$ cat src/rtl/lsalign_pkg.sv
package lsalign_pkg;
    localparam int DATA_W     = 32;
    localparam int LANE_W     = 8;
    localparam int WORD_BYTES = DATA_W / LANE_W;
    localparam int OFS_W      = $clog2(WORD_BYTES);

    typedef enum logic [1:0] {
        SZ_BYTE = 2'b00,
        SZ_HALF = 2'b01,
        SZ_WORD = 2'b10,
        SZ_RSVD = 2'b11
    } acc_size_e;

    typedef enum logic [1:0] {
        ST_IDLE  = 2'b00,
        ST_LOAD  = 2'b01,
        ST_FAULT = 2'b10
    } resp_state_e;

    typedef struct packed {
        logic [OFS_W-1:0] ofs;
        acc_size_e        size;
        logic             sgn;
        logic             big;
        logic             is_load;
    } acc_ctl_t;
endpackage

$ cat src/rtl/lane_decode.sv
module lane_decode
    import lsalign_pkg::*;
(
    input  logic [OFS_W-1:0]      ofs,
    input  acc_size_e             size,
    input  logic                  big,
    output logic [WORD_BYTES-1:0] be,
    output logic                  misalign
);
    localparam int POS_W = OFS_W + 1;

    logic [POS_W-1:0]      span;
    logic [POS_W-1:0]      lo;
    logic [WORD_BYTES-1:0] raw_be;

    always_comb begin
        unique case (size)
            SZ_BYTE: span = POS_W'(1);
            SZ_HALF: span = POS_W'(2);
            SZ_WORD: span = POS_W'(WORD_BYTES);
            default: span = '0;
        endcase
    end

    always_comb begin
        unique case (size)
            SZ_BYTE: misalign = 1'b0;
            SZ_HALF: misalign = ofs[0];
            SZ_WORD: misalign = (ofs != '0);
            default: misalign = 1'b1;
        endcase
    end

    assign lo = {1'b0, ofs};

    for (genvar l = 0; l < WORD_BYTES; l++) begin : g_lane
        localparam logic [POS_W-1:0] LE_POS = POS_W'(l);
        localparam logic [POS_W-1:0] BE_POS = POS_W'(WORD_BYTES - 1 - l);
        logic [POS_W-1:0] pos;
        assign pos       = big ? BE_POS : LE_POS;
        assign raw_be[l] = (pos >= lo) && (pos < (lo + span));
    end

    assign be = misalign ? '0 : raw_be;
endmodule

$ cat src/rtl/store_steer.sv
module store_steer
    import lsalign_pkg::*;
(
    input  acc_size_e         size,
    input  logic [DATA_W-1:0] sdata,
    output logic [DATA_W-1:0] wdata
);
    for (genvar l = 0; l < WORD_BYTES; l++) begin : g_lane
        always_comb begin
            unique case (size)
                SZ_BYTE: wdata[l*LANE_W +: LANE_W] = sdata[LANE_W-1:0];
                SZ_HALF: wdata[l*LANE_W +: LANE_W] = sdata[(l % 2)*LANE_W +: LANE_W];
                default: wdata[l*LANE_W +: LANE_W] = sdata[l*LANE_W +: LANE_W];
            endcase
        end
    end
endmodule

$ cat src/rtl/load_extract.sv
module load_extract
    import lsalign_pkg::*;
(
    input  logic [DATA_W-1:0] rdata,
    input  acc_ctl_t          ctl,
    output logic [DATA_W-1:0] result
);
    localparam int HALF_W = 2 * LANE_W;

    logic [OFS_W-1:0]  byte_lane;
    logic [OFS_W-1:0]  half_lane;
    logic [LANE_W-1:0] bval;
    logic [HALF_W-1:0] hval;

    assign byte_lane = ctl.big ? OFS_W'(WORD_BYTES - 1) - ctl.ofs : ctl.ofs;
    assign half_lane = ctl.big ? OFS_W'(WORD_BYTES - 2) - ctl.ofs : ctl.ofs;
    assign bval      = rdata[{byte_lane, 3'b000} +: LANE_W];
    assign hval      = rdata[{half_lane, 3'b000} +: HALF_W];

    always_comb begin
        unique case (ctl.size)
            SZ_BYTE: result = {{(DATA_W-LANE_W){ctl.sgn & bval[LANE_W-1]}}, bval};
            SZ_HALF: result = {{(DATA_W-HALF_W){ctl.sgn & hval[HALF_W-1]}}, hval};
            default: result = rdata;
        endcase
    end
endmodule

$ cat src/rtl/lsu_lane_align.sv
module lsu_lane_align
    import lsalign_pkg::*;
#(
    parameter int ADDR_W = 32
) (
    input  logic                  clk,
    input  logic                  rst_n,
    input  logic                  req_valid,
    input  logic                  req_write,
    input  logic [1:0]            req_size,
    input  logic                  req_signed,
    input  logic                  big_endian,
    input  logic [ADDR_W-1:0]     req_addr,
    input  logic [DATA_W-1:0]     req_wdata,
    input  logic [DATA_W-1:0]     mem_rdata,
    output logic [ADDR_W-3:0]     mem_addr,
    output logic                  mem_en,
    output logic                  mem_we,
    output logic [WORD_BYTES-1:0] mem_be,
    output logic [DATA_W-1:0]     mem_wdata,
    output logic                  ld_valid,
    output logic [DATA_W-1:0]     ld_data,
    output logic                  fault
);
    acc_size_e             size_e;
    logic [WORD_BYTES-1:0] lane_be;
    logic                  misalign;
    logic [DATA_W-1:0]     load_val;

    resp_state_e state_q, state_d;
    acc_ctl_t    ctl_q, ctl_d;
    logic              ld_valid_d, fault_d;
    logic [DATA_W-1:0] ld_data_d;

    assign size_e = acc_size_e'(req_size);

    lane_decode u_decode (
        .ofs      (req_addr[OFS_W-1:0]),
        .size     (size_e),
        .big      (big_endian),
        .be       (lane_be),
        .misalign (misalign)
    );

    store_steer u_steer (
        .size  (size_e),
        .sdata (req_wdata),
        .wdata (mem_wdata)
    );

    load_extract u_extract (
        .rdata  (mem_rdata),
        .ctl    (ctl_q),
        .result (load_val)
    );

    // request side: combinational towards memory
    assign mem_addr = req_addr[ADDR_W-1:OFS_W];
    assign mem_en   = req_valid && !misalign;
    assign mem_we   = mem_en && req_write;
    assign mem_be   = req_valid ? lane_be : '0;

    // next-state: ACCEPT_LOAD, RAISE_FAULT, SETTLE
    always_comb begin
        if (req_valid && misalign)
            state_d = ST_FAULT;
        else if (req_valid && !req_write)
            state_d = ST_LOAD;
        else
            state_d = ST_IDLE;
        ctl_d = '{ofs: req_addr[OFS_W-1:0], size: size_e, sgn: req_signed,
                  big: big_endian, is_load: !req_write};
    end

    always_ff @(posedge clk or negedge rst_n) begin
        if (!rst_n) begin
            state_q <= ST_IDLE;
            ctl_q   <= '0;
        end else begin
            state_q <= state_d;
            ctl_q   <= ctl_d;
        end
    end

    // response outputs by state
    always_comb begin
        ld_valid_d = 1'b0;
        fault_d    = 1'b0;
        ld_data_d  = ld_data;
        unique case (state_q)
            ST_LOAD: begin
                ld_valid_d = 1'b1;
                ld_data_d  = load_val;
            end
            ST_FAULT: begin
                ld_valid_d = ctl_q.is_load;
                fault_d    = 1'b1;
                ld_data_d  = '0;
            end
            default: ;
        endcase
    end

    always_ff @(posedge clk or negedge rst_n) begin
        if (!rst_n) begin
            ld_valid <= 1'b0;
            fault    <= 1'b0;
            ld_data  <= '0;
        end else begin
            ld_valid <= ld_valid_d;
            fault    <= fault_d;
            ld_data  <= ld_data_d;
        end
    end

    AST_BYTE_ALWAYS_ISSUED: assert property (@(posedge clk) disable iff (!rst_n)
        (req_valid && req_size == 2'b00) |-> mem_en);

    AST_BYTE_ONE_LANE: assert property (@(posedge clk) disable iff (!rst_n)
        (req_valid && req_size == 2'b00) |-> ($countones(mem_be) == 1));

    AST_ODD_HALF_FAULTS: assert property (@(posedge clk) disable iff (!rst_n)
        (req_valid && req_size == 2'b01 && req_addr[0]) |-> ##2 (fault && ld_data == '0));

    AST_FAULT_CLEARS_DATA: assert property (@(posedge clk) disable iff (!rst_n)
        fault |-> (ld_data == '0));

    AST_LOAD_RESPONDS: assert property (@(posedge clk) disable iff (!rst_n)
        (req_valid && !req_write) |-> ##2 ld_valid);

    AST_STORE_SILENT: assert property (@(posedge clk) disable iff (!rst_n)
        (req_valid && req_write) |-> ##2 !ld_valid);

    AST_UNSIGNED_BYTE_ZERO: assert property (@(posedge clk) disable iff (!rst_n)
        (req_valid && !req_write && !req_signed && req_size == 2'b00)
            |-> ##2 (ld_data[DATA_W-1:LANE_W] == '0));
endmodule

$ cat config.mk
export PLATFORM = sky130hd
export DESIGN_NAME = lsu_lane_align
export DESIGN_NICKNAME = d
export VERILOG_FILES = /design/src/rtl/lsalign_pkg.sv /design/src/rtl/lane_decode.sv /design/src/rtl/store_steer.sv /design/src/rtl/load_extract.sv /design/src/rtl/lsu_lane_align.sv
export SDC_FILE = /design/constraint.sdc
export NUM_CORES = 1
export LEC_CHECK = 0
export ABC_AREA = 1
export BUFFER_PORTS_ARGS = -buffer_cell sky130_fd_sc_hd__buf_2
export CORE_UTILIZATION = 42
export CTS_CLUSTER_SIZE = 20
export DETAILED_ROUTE_END_ITERATION = 12
export MAX_ROUTING_LAYER = met4
export PLACE_DENSITY_LB_ADDON = 0.15
export SLEW_MARGIN = 0
export SYNTH_ARGS = -nofsm -noshare
export SYNTH_HDL_FRONTEND = slang
export SYNTH_HIERARCHICAL = 1
export SYNTH_SLANG_ARGS = --single-unit
$ cat constraint.sdc
create_clock -name clk -period 1.8 [get_ports clk]
set_input_delay 0 -clock clk [delete_from_list [all_inputs] [get_ports clk]]
set_output_delay 0 -clock clk [all_outputs]
set_load 0.02 [all_outputs]
==> flow_summary_export.csv <==
group,metric,value,unit
timing,relSlewSlack,0.631,
final_layout,regArea,0.00108,mm²
power,p_leak,2.88,nW
synthesis,synth_area,0.00404,mm²
routing,drc,0,
cts,htreeDepth,2,
floorplanning,die-width,100,µm
critical_path,start_kind,"input port",
floorplanning,rows,35,
final_layout,diodes,0,
cts,cts_tree,"done",
critical_path,crit_type,"in -> out",
cts,cts_buffer_depth,2,
routing,routed_wl,11900,µm
final_layout,final_common_cell,"nand2_1",
synthesis,yosysWarnings,6,
final_layout,layout_common_cells,"nand2_1, buf_2, nand3_1",
cts,cts_buffers,5,
critical_path,end_kind,"output pin",
floorplanning,fp.dieH,100,µm
synthesis,ys_seq_elements,43,
power,power_density,688,mW/mm²
power,vdd_ir_drop_max,346,µV
routing,drt_iter0_markers,164,
run_status,status,"complete, no violations",
run,maxCapViolations,0,
placed_design,port_buffers,145,
cts,clock_latency,0.31,ns
final_layout,drive_gt1_frac,0.309,
routing,ant_nets,0,
synthesis,postSynthCellCount,616,
final_layout,fillerInstances,986,
synthesis,postSynthAreaPerCell,6.55,µm²
placed_design,place_ws,0.0401,ns
min_path,worstHoldPathType,"in -> out",
placed_design,gp_congestion,0.921,
critical_path,cpPeakStageDelay,0.56,ns
final_layout,fin_nets,841,
routing,viasPerCell,4.92,
placed_design,dp_hpwl,8780,µm
critical_path,cp.arrival,1.71,ns
timing,finalSetupTns,0,ns
critical_path,regToRegSetupSlack,0.18,ns
floorplanning,dieArea,0.0100,mm²
synthesis,synth_fp_nets,731,
final_layout,multi_input_area,0.00230,mm²
timing,layout_setup_ws,0.0872,ns
critical_path,crit_fanout,5,
routing,vias,4209,
grt,grt-ovfl-total,0,
timing,tightest_slew,0.553,ns
floorplanning,ioPinCount,206,
timing,hold_viol,0,
synthesis,yosysSeqAreaShare,0.267,
routing,wl_per_cell,13.8,µm
floorplanning,fp.coreArea,0.00928,mm²
grt,track_usage,0.245,
critical_path,crit_chain,"buf_2 -> ha_4 -> fa_1 -> inv_2 -> ha_1 -> inv_1 -> nand2_1 -> nor2_1 -> nor2_1 -> nand2_1 -> inv_1 -> buf_4",
timing,finalSetupViolCount,0,
grt,grt_antenna_before_repair,0,
timing,fin_crit,1.71,ns
critical_path,crit_required,1.80,ns
timing,max_freq,584,MHz
grt,grt_pass1_vias,3981,
grt,grt_pass1_wl,18900,µm
grt,grt_max_degree,44,
cts,cts.sinks,43,
timing,skew,0.00882,ns
synthesis,synth_cell_types,30,
routing,dr.pass1.iters,6,
cts,root_buffer,"clkbuf_8",
final_layout,area_growth_syn_to_layout,18.2,%
timing,min_period_over_period,0.952,
floorplanning,initial_core_util,0.435,
critical_path,slowest_stage,"fa_1",
timing,drv_slew,0,
where the power goes:
part           internal (mW)  switching [mW]
combinational          0.491           0.918
clock                  0.278           0.387
sequential              1.12          0.0880
sequential cells by signal, indices dropped and copies added, names as in the netlist:
name	flops
state_q	2
ld_valid	1
ctl_q	7
ld_data	32
fault	1
worst max-delay path, delay by kind of cell:
kind                     cells  cell delay, ns
buffers and inverters        5            0.43
adder cells (fa/ha/maj)      3            1.01
AND/OR/NAND/NOR              4            0.27
cell usage after synthesis, drive strengths merged:
cell,instances,area (µm²)
nor2,22,124
clkbuf,6,22.5
nand3,102,631
nand4,2,27.5
clkinv,1,8.76
o21bai,4,30.0
mux2i,1,10.0
o21a,1,7.51
o21ai,29,145
buf,59,468
nand2,284,1140
inv,50,193
ha,10,125
dfrtp,43,1080
a21oi,1,5.00
fa,1,20.0
cell families (layout without fill, tap and decap cells):
family / Yosys count / count (layout) / share of synthesized area
simple gates: 410 / 411 / 0.477
buf+inv: 116 / 226 / 0.171
flops: 43 / 43 / 0.267
compound gates: 35 / 35 / 0.0465
fa+ha+maj: 11 / 11 / 0.0360
mux: 1 / 1 / 0.00248
metal layers:
layer,global-route usage,up-vias,share of wire
li1,-,2113,-
met1,0.287,1922,0.43
met2,0.434,145,0.49
met3,0.0369,29,0.059
met4,0.0758,0,0.019
met5,-,-,0
repair_timing:
| action | in CTS | in global routing |
|---|---|---|
| hold endpoints to repair | 51 | 0 |
| gates resized for setup | 0 | 11 |
| hold buffers | 8 | 0 |
| setup buffers | 0 | 0 |
| setup endpoints to repair | 0 | 28 |
worst paths after layout:
| kind | from | end | cells after the start |
|---|---|---|---|
| max | req_addr[0] | mem_be[0] | 12 |
| min | req_addr[14] | mem_addr[12] | 0 |
| max reg2reg | ctl_q[5] | ld_data[27] | 7 |
| min reg2reg | ld_data[19] | ld_data[19] | 2 |
| max in group asynchronous | rst_n | ld_data[21] | 3 |
| min in group asynchronous | rst_n | ld_data[2] | 3 |
area by class of cell:
type,instances,area share
Clock buffer,5,0.0144
Clock inverter,3,0.00498
Inverter,51,0.0422
Multi-Input combinational cell,458,0.483
Sequential cell,43,0.225
Tap cell,129,0.0338
Timing Repair Buffer,167,0.196
per-stage QoR:
step	instance area (µm²)	util	hold WS (ns)	instances	power [mW]
2_1_floorplan	4040	-	-0.296	616	2.23
3_3_place_gp	4550	0.490	0.000137	839	2.59
3_5_place_dp	4550	0.490	0.000137	839	2.61
4_1_cts	4720	0.509	0.000137	855	3.29
5_1_grt	4770	0.514	0.0000292	856	3.52
6_report	4770	0.514	0.00000777	856	3.28
(Power assumes the default switching activity.)
